`src/rtl/ser_uart_pkg.sv`:
```
package ser_uart_pkg;

  localparam int REG_W  = 16;
  localparam int STAT_W = 13;

  typedef enum logic [2:0] {
    OFF_RX   = 3'd0,
    OFF_TX   = 3'd1,
    OFF_STAT = 3'd2,
    OFF_CTRL = 3'd3,
    OFF_DIV  = 3'd4,
    OFF_EOP  = 3'd5
  } reg_off_e;

  // status bit positions; control bit k enables status bit k
  localparam int ST_PE   = 0;
  localparam int ST_FE   = 1;
  localparam int ST_BRK  = 2;
  localparam int ST_ROE  = 3;
  localparam int ST_TOE  = 4;
  localparam int ST_TMT  = 5;
  localparam int ST_TRDY = 6;
  localparam int ST_RRDY = 7;
  localparam int ST_ERR  = 8;
  localparam int ST_CHG  = 10;
  localparam int ST_CTS  = 11;
  localparam int ST_EOP  = 12;

  localparam int CT_RTS  = 11;

  // causes that may raise the interrupt line
  localparam logic [STAT_W-1:0] IRQ_MASK = 13'h05FF;

  typedef enum logic [2:0] {
    RX_IDLE,
    RX_START,
    RX_DATA,
    RX_STOP,
    RX_HOLD
  } rx_state_e;

endpackage

```
`src/rtl/ser_sync.sv`:
```
module ser_sync #(
  parameter int           W       = 1,
  parameter logic [W-1:0] RST_VAL = '0
) (
  input  logic         clk,
  input  logic         rst_n,
  input  logic [W-1:0] d,
  output logic [W-1:0] q
);

  for (genvar i = 0; i < W; i++) begin : g_bit
    logic meta_q, out_q;
    always_ff @(posedge clk or negedge rst_n) begin
      if (!rst_n) begin
        meta_q <= RST_VAL[i];
        out_q  <= RST_VAL[i];
      end else begin
        meta_q <= d[i];
        out_q  <= meta_q;
      end
    end
    assign q[i] = out_q;
  end

endmodule

```
`src/rtl/ser_tx.sv`:
```
module ser_tx #(
  parameter int DATA_BITS = 8,
  parameter int DIV_W     = 16
) (
  input  logic                 clk,
  input  logic                 rst_n,
  input  logic [DIV_W-1:0]     div,
  input  logic                 in_valid,
  input  logic [DATA_BITS-1:0] in_data,
  output logic                 in_ready,
  output logic                 txd
);

  localparam int FRAME = DATA_BITS + 2;
  localparam int BIT_W = $clog2(FRAME);
  localparam logic [BIT_W-1:0] LAST_BIT = BIT_W'(FRAME - 1);

  logic             busy_q;
  logic [DIV_W-1:0] cnt_q;
  logic [BIT_W-1:0] bit_q;
  logic [FRAME-1:0] sh_q;

  always_ff @(posedge clk or negedge rst_n) begin
    if (!rst_n) begin
      busy_q <= 1'b0;
      cnt_q  <= '0;
      bit_q  <= '0;
      sh_q   <= '1;
    end else if (in_valid && !busy_q) begin
      busy_q <= 1'b1;
      sh_q   <= {1'b1, in_data, 1'b0};
      cnt_q  <= div;
      bit_q  <= '0;
    end else if (busy_q) begin
      if (cnt_q != '0) begin
        cnt_q <= cnt_q - 1'b1;
      end else if (bit_q == LAST_BIT) begin
        busy_q <= 1'b0;
      end else begin
        bit_q <= bit_q + 1'b1;
        sh_q  <= {1'b1, sh_q[FRAME-1:1]};
        cnt_q <= div;
      end
    end
  end

  assign in_ready = !busy_q;
  assign txd      = busy_q ? sh_q[0] : 1'b1;

endmodule

```
`src/rtl/ser_rx.sv`:
```
module ser_rx
  import ser_uart_pkg::*;
#(
  parameter int DATA_BITS = 8,
  parameter int DIV_W     = 16
) (
  input  logic                 clk,
  input  logic                 rst_n,
  input  logic [DIV_W-1:0]     div,
  input  logic                 rx_in,
  output logic                 out_valid,
  output logic [DATA_BITS-1:0] out_data,
  output logic                 out_stop_bad
);

  localparam int IDX_W = $clog2(DATA_BITS + 1);
  localparam logic [IDX_W-1:0] LAST_IDX = IDX_W'(DATA_BITS - 1);

  rx_state_e            st_q;
  logic [DIV_W-1:0]     cnt_q;
  logic [IDX_W-1:0]     idx_q;
  logic [DATA_BITS-1:0] sh_q;

  always_ff @(posedge clk or negedge rst_n) begin
    if (!rst_n) begin
      st_q         <= RX_IDLE;
      cnt_q        <= '0;
      idx_q        <= '0;
      sh_q         <= '0;
      out_valid    <= 1'b0;
      out_data     <= '0;
      out_stop_bad <= 1'b0;
    end else begin
      out_valid <= 1'b0;
      unique case (st_q)
        RX_IDLE: begin
          if (!rx_in) begin
            st_q  <= RX_START;
            cnt_q <= div >> 1;
          end
        end
        RX_START: begin
          if (cnt_q != '0) begin
            cnt_q <= cnt_q - 1'b1;
          end else if (!rx_in) begin
            st_q  <= RX_DATA;
            cnt_q <= div;
            idx_q <= '0;
          end else begin
            st_q <= RX_IDLE;
          end
        end
        RX_DATA: begin
          if (cnt_q != '0) begin
            cnt_q <= cnt_q - 1'b1;
          end else begin
            sh_q  <= {rx_in, sh_q[DATA_BITS-1:1]};
            cnt_q <= div;
            if (idx_q == LAST_IDX) st_q <= RX_STOP;
            else idx_q <= idx_q + 1'b1;
          end
        end
        RX_STOP: begin
          if (cnt_q != '0) begin
            cnt_q <= cnt_q - 1'b1;
          end else begin
            out_valid    <= 1'b1;
            out_data     <= sh_q;
            out_stop_bad <= !rx_in;
            st_q         <= rx_in ? RX_IDLE : RX_HOLD;
          end
        end
        RX_HOLD: begin
          if (rx_in) st_q <= RX_IDLE;
        end
        default: st_q <= RX_IDLE;
      endcase
    end
  end

endmodule

```
`src/rtl/ser_uart.sv`:
```
module ser_uart
  import ser_uart_pkg::*;
#(
  parameter int DIV_W     = 16,
  parameter int DIV_INIT  = 433,
  parameter int DATA_BITS = 8
) (
  input  logic        clk,
  input  logic        rst_n,
  input  logic [2:0]  reg_addr,
  input  logic        reg_wr,
  input  logic [15:0] reg_wdata,
  input  logic        reg_rd,
  output logic [15:0] reg_rdata,
  input  logic        rxd,
  output logic        txd,
  input  logic        cts_in,
  output logic        rts_out,
  output logic        irq
);

  logic [1:0] sync_q;
  logic       rx_s, cts_s;

  ser_sync #(.W(2), .RST_VAL(2'b01)) u_sync (
    .clk   (clk),
    .rst_n (rst_n),
    .d     ({cts_in, rxd}),
    .q     (sync_q)
  );
  assign rx_s  = sync_q[0];
  assign cts_s = sync_q[1];

  // register state
  logic [DATA_BITS-1:0] rxd_q, txd_q;
  logic [STAT_W-1:0]    ctrl_q;
  logic [DIV_W-1:0]     div_q;
  logic [REG_W-1:0]     eop_q;
  logic fe_q, brk_q, roe_q, toe_q, rrdy_q, chg_q, cts_d;

  // access decode
  logic wr_tx, wr_ctrl, wr_div, wr_eop, rd_st, rd_rx;
  always_comb begin
    wr_tx   = reg_wr && (reg_addr == OFF_TX);
    wr_ctrl = reg_wr && (reg_addr == OFF_CTRL);
    wr_div  = reg_wr && (reg_addr == OFF_DIV);
    wr_eop  = reg_wr && (reg_addr == OFF_EOP);
    rd_st   = reg_rd && (reg_addr == OFF_STAT);
    rd_rx   = reg_rd && (reg_addr == OFF_RX);
  end

  // transmit path: valid/ready, ready only when the line is idle
  logic tx_rdy;
  ser_tx #(.DATA_BITS(DATA_BITS), .DIV_W(DIV_W)) u_tx (
    .clk      (clk),
    .rst_n    (rst_n),
    .div      (div_q),
    .in_valid (wr_tx),
    .in_data  (reg_wdata[DATA_BITS-1:0]),
    .in_ready (tx_rdy),
    .txd      (txd)
  );

  // receive path: one-shot offer, no back-pressure
  logic                 rx_vld, rx_bad;
  logic [DATA_BITS-1:0] rx_byte;
  ser_rx #(.DATA_BITS(DATA_BITS), .DIV_W(DIV_W)) u_rx (
    .clk          (clk),
    .rst_n        (rst_n),
    .div          (div_q),
    .rx_in        (rx_s),
    .out_valid    (rx_vld),
    .out_data     (rx_byte),
    .out_stop_bad (rx_bad)
  );

  logic rx_take;
  assign rx_take = rx_vld && (!rrdy_q || rd_rx);

  always_ff @(posedge clk or negedge rst_n) begin
    if (!rst_n) begin
      rxd_q  <= '0;
      txd_q  <= '0;
      ctrl_q <= '0;
      div_q  <= DIV_W'(DIV_INIT);
      eop_q  <= '0;
      fe_q   <= 1'b0;
      brk_q  <= 1'b0;
      roe_q  <= 1'b0;
      toe_q  <= 1'b0;
      rrdy_q <= 1'b0;
      chg_q  <= 1'b0;
      cts_d  <= 1'b0;
    end else begin
      if (wr_tx)   txd_q  <= reg_wdata[DATA_BITS-1:0];
      if (wr_ctrl) ctrl_q <= reg_wdata[STAT_W-1:0];
      if (wr_div)  div_q  <= reg_wdata[DIV_W-1:0];
      if (wr_eop)  eop_q  <= reg_wdata;
      if (rx_take) rxd_q  <= rx_byte;
      rrdy_q <= rx_take | (rrdy_q & ~rd_rx);
      // sticky flags: clear on status read, a new event wins
      fe_q   <= (fe_q  & ~rd_st) | (rx_vld & rx_bad);
      brk_q  <= (brk_q & ~rd_st) | (rx_vld & rx_bad & (rx_byte == '0));
      roe_q  <= (roe_q & ~rd_st) | (rx_vld & ~rx_take);
      toe_q  <= (toe_q & ~rd_st) | (wr_tx & ~tx_rdy);
      cts_d  <= cts_s;
      chg_q  <= (chg_q & ~rd_st) | (cts_s ^ cts_d);
    end
  end

  logic [STAT_W-1:0] stat;
  always_comb begin
    stat          = '0;
    stat[ST_PE]   = 1'b0;
    stat[ST_FE]   = fe_q;
    stat[ST_BRK]  = brk_q;
    stat[ST_ROE]  = roe_q;
    stat[ST_TOE]  = toe_q;
    stat[ST_TMT]  = tx_rdy;
    stat[ST_TRDY] = tx_rdy;
    stat[ST_RRDY] = rrdy_q;
    stat[ST_ERR]  = fe_q | brk_q | roe_q | toe_q;
    stat[ST_CHG]  = chg_q;
    stat[ST_CTS]  = cts_s;
    stat[ST_EOP]  = 1'b0;
  end

  assign irq     = |(stat & ctrl_q & IRQ_MASK);
  assign rts_out = ctrl_q[CT_RTS];

  logic [REG_W-1:0] rd_mux;
  always_comb begin
    unique case (reg_addr)
      OFF_RX:   rd_mux = REG_W'(rxd_q);
      OFF_TX:   rd_mux = REG_W'(txd_q);
      OFF_STAT: rd_mux = REG_W'(stat);
      OFF_CTRL: rd_mux = REG_W'(ctrl_q);
      OFF_DIV:  rd_mux = REG_W'(div_q);
      OFF_EOP:  rd_mux = eop_q;
      default:  rd_mux = '0;
    endcase
  end

  always_ff @(posedge clk or negedge rst_n) begin
    if (!rst_n)      reg_rdata <= '0;
    else if (reg_rd) reg_rdata <= rd_mux;
  end

endmodule

```
`config.mk`:
```
export PLATFORM = sky130hd
export DESIGN_NAME = ser_uart
export DESIGN_NICKNAME = d
export VERILOG_FILES = /design/src/rtl/ser_uart_pkg.sv /design/src/rtl/ser_sync.sv /design/src/rtl/ser_tx.sv /design/src/rtl/ser_rx.sv /design/src/rtl/ser_uart.sv
export SDC_FILE = /design/constraint.sdc
export NUM_CORES = 1
export LEC_CHECK = 0
export BUFFER_PORTS_ARGS = -buffer_cell sky130_fd_sc_hd__buf_2
export CAP_MARGIN = 20
export CORE_MARGIN = 4
export CORE_UTILIZATION = 35
export DETAILED_ROUTE_END_ITERATION = 8
export GPL_TIMING_DRIVEN = 0
export PLACE_DENSITY = 0.49
export RECOVER_POWER = 100
export SLEW_MARGIN = 20
export SYNTH_ARGS = -nofsm -noshare
export SYNTH_HDL_FRONTEND = slang
export SYNTH_SLANG_ARGS = --single-unit
```
`constraint.sdc`:
```
create_clock -name clk -period 4.3 [get_ports clk]
set_input_delay 0.215 -clock clk [delete_from_list [all_inputs] [get_ports clk]]
set_output_delay 0.215 -clock clk [all_outputs]
set_load 0.01 [all_outputs]
```
==> flow_metrics.tcl <==
set metrics [dict create \
    status "finished, violations left" \
    violations "max-capacitance violations, max-slew violations" \
    area_delta_synth_final_pct 15.2 \
    tightest_slew_ns 2.35 \
    worst_setup_path_end_kind "register" \
    vias 6043 \
    netlist_area_um2 7860 \
    finalCriticalPeriod_ns 3.21 \
    synthTopCellsByArea "dfrtp_1 46%, mux2_2 13%, dfstp_2 5.3%" \
    syn_nets 746 \
    final_max_slew_viol_count 89 \
    clk_pin_slew_ns 0.07 \
    routed_wl_um 21700 \
    switching_share 0.357 \
    synthDistinctLibCells 65 \
    maxCapViolations 1 \
    ys_ff_latch 159 \
    nets 809 \
    drive_above_1_share 0.220 \
    p_sw_w 0.00189 \
    fmax_ghz 0.312 \
    power_leakage_nw 3.83 \
    die_h_um 158 \
    synth_common_cells "143 x dfrtp_1, 89 x mux2_2, 51 x nand2_1" \
    seq_power_share 0.411 \
    peakVddDrop_uv 229 \
    grt_usage 0.180 \
    clock-root-buffer "clkbuf_16" \
    slew_headroom -0.566 \
    synth_cells 714 \
    drc_errors 0 \
    die_w_um 158 \
    antenna_found_initial 1 \
    path_buf_inv 2 \
    p_int_w 0.00342 \
    power_frac_comb 0.281 \
    grt-ovfl-total 0 \
    cts_tree "done" \
    clkPwrFrac 0.307 \
    clockBufferDepth 2 \
    dp_slack_ns 1.29 \
    async_flop_share 1.00 \
    synth_edf_count 0 \
    hold_start "reg_wdata[13]" \
    yosys.area.top_type "dfrtp_1" \
    crit_arrival_ns 3.50 \
    ys_seq_area_frac 0.509 \
    viasPerCell 5.65 \
    coreArea_um2 22000 \
    finalHoldViolCount 0 \
    io_pins 44 \
    numClockSinks 159 \
    yosysMostFrequentCell "dfrtp_1" \
    synth_warnings 0 \
    synth_top_cell_area_share 0.455 \
    max_stage_delay_ns 0.65 \
    cp-start-kind "register" \
    rsz0062_at_grt "no" \
    std_cell_rows 54 \
    grt_max_degree 90 \
    reg2reg_from "u_rx.cnt_q[0]$_DFFE_PN0P_" \
    worst-endpoint-required_ns 4.60 \
    numCtsBuffers 17 \
    fin_ws_ns 1.09 \
    ctsResizeCount 0 \
    syn_avg_cell_area_um2 11.0 \
    cp_top_family "simple AND/OR/NAND/NOR gates" \
    wl_per_cell_um 20.3 \
    grt_pass1_vias 6162 \
    clock_latency_ns 0.44 \
    critPathMaxFanout 9 \
    cp_slowest_cell "or4b_2" \
    gp_congestion 0.848 \
    period_share 0.745 \
    portBuffers 40 \
    grt_pass1_wl_um 34600 \
    antenna_cells 0 \
    first_pass_iters 6 \
    path_cells "inv_1 -> ha_1 -> or4b_2 -> or4_2 -> clkbuf_1 -> mux2_1 -> a222oi_1 -> o22ai_1" \
    drt_iter0_drc 284 \
    ys.flop_type "dfrtp_1" \
    fin_tns_setup_ns 0 \
    die-area_um2 24900 \
    dp_hpwl_um 15700 \
    ant_nets 0 \
    skew_ns 0.0121 \
    critPathKind "register to register" \
    critical_path.startpoint "u_rx.cnt_q[0]$_DFFE_PN0P_" \
    setup_viol 0 \
    start_util 0.358 \
    hp-class "input pin to register" \
    power_density_nw_per_um2 587 \
    h-tree-depth 4 \
]
## layout make-up
class | count | area [um^2]
flip-flops and latches | 159 | 4000
well taps | 280 | 350
multi-input cells | 493 | 3590
plain buffers | 47 | 186
clock buffers | 17 | 425
clock inverters | 15 | 214
repair buffers | 44 | 233
inverters | 15 | 56.3
fillers | 2131 | 12900
## per-stage QoR
stage / instances / util / total power (W) / hold slack, ns / instance area (um^2)
after floorplan: 714 / - / 0.00322 / -0.0806 / 7860
after global placement: 1034 / 0.383 / 0.00366 / 0.321 / 8410
after detailed placement: 1035 / 0.385 / 0.00372 / 0.298 / 8450
after CTS: 1070 / 0.415 / 0.00537 / 0.0133 / 9120
after global routing: 1070 / 0.412 / 0.00561 / 0.0266 / 9050
final: 1070 / 0.412 / 0.00531 / 0.0285 / 9050
## cells in the final DEF (no fill, tap or decap), types with 5 or more instances in the layout
master	instances
nor4_1	11
buf_2	21
a32oi_1	10
nand3_1	13
or4_1	5
inv_1	15
mux2i_1	10
a22oi_1	14
dfrtp_1	143
nand2b_1	8
mux2_2	88
nor2_1	50
nor3_1	19
o221ai_1	5
or3_1	8
a22o_1	10
clkbuf_1	61
o2bb2ai_1	14
a221oi_1	10
nor2b_1	6
a21oi_1	20
clkbuf_16	17
o21a_1	9
ha_1	7
dfstp_2	16
nand2_1	51
and2_1	5
o21ai_0	38
inv_6	5
a31oi_1	12
## sequential cells by signal, summed over array words and instances, names as in the netlist, 2 cells and up
name	flops
ctrl_q	13
div_q	16
eop_q	16
reg_rdata	16
rxd_q	8
txd_q	8
u_rx.cnt_q	16
u_rx.idx_q	4
u_rx.out_data	8
u_rx.sh_q	8
u_rx.st_q	3
u_sync.g_bit.meta_q	2
u_sync.g_bit.out_q	2
u_tx.bit_q	4
u_tx.cnt_q	16
u_tx.sh_q	9
## final timing paths
check | cells after the start | end | slack [ns]
worst max-delay path | 8 | u_rx.cnt_q[3]$_DFFE_PN0P_ | 1.09
worst min-delay path | 2 | div_q[13]$_DFFE_PN0P_ | 0.03
worst max register to register | 8 | u_rx.cnt_q[3]$_DFFE_PN0P_ | 1.09
worst min register to register | 0 | u_sync.g_bit[1].out_q$_DFF_PN0_ | 0.35
max in group asynchronous | 2 | eop_q[13]$_DFFE_PN0P_ | 1.89
min in group asynchronous | 2 | u_tx.bit_q[3]$_DFFE_PN0P_ | 1.03
## routing by layer
layer / routed length [um] / GRT usage / vias to the layer above
met4: 408 / 0.0615 / 0
met2: 10100 / 0.277 / 141
met1: 10200 / 0.254 / 3069
met3: 1020 / 0.0336 / 28
met5: 0 / 0 / -
li1: - / - / 2805
## cell families after synthesis
group	count (synthesis)	share of synthesized area
muxes	105	0.155
DFF	159	0.509
xor gates and xnor gates	4	0.00446
and+or+nand+nor	198	0.126
buffers and inverters	62	0.0322
AOI/OAI and AO/OA	179	0.163
adders and majority gates	7	0.0111
## power groups by stage
stage	Clock (W)	Combinational [W]	Sequential (W)
2_1_floorplan	0	0.00113	0.00209
3_5_place_dp	0	0.00151	0.00220
5_1_grt	0.00172	0.00167	0.00223
4_1_cts	0.00166	0.00152	0.00218
6_report	0.00163	0.00149	0.00218
3_3_place_gp	0	0.00147	0.00219
## worst register-to-register path, delay by kind of cell, from the launching register on
family	cells	cell delay [ns]
adders and majority gates	1	0.18
AOI/OAI and AO/OA	2	0.45
muxes	1	0.40
and+or+nand+nor	2	1.21
DFF	1	0.38
buffers and inverters	2	0.45
## timing repair
item | in CTS | in global routing
endpoints found under the setup margin | 0 | 0
hold buffers | 3 | 0
hold endpoints to repair | 82 | 0
buffers inserted | 0 | 0
(Power assumes the default switching activity.)
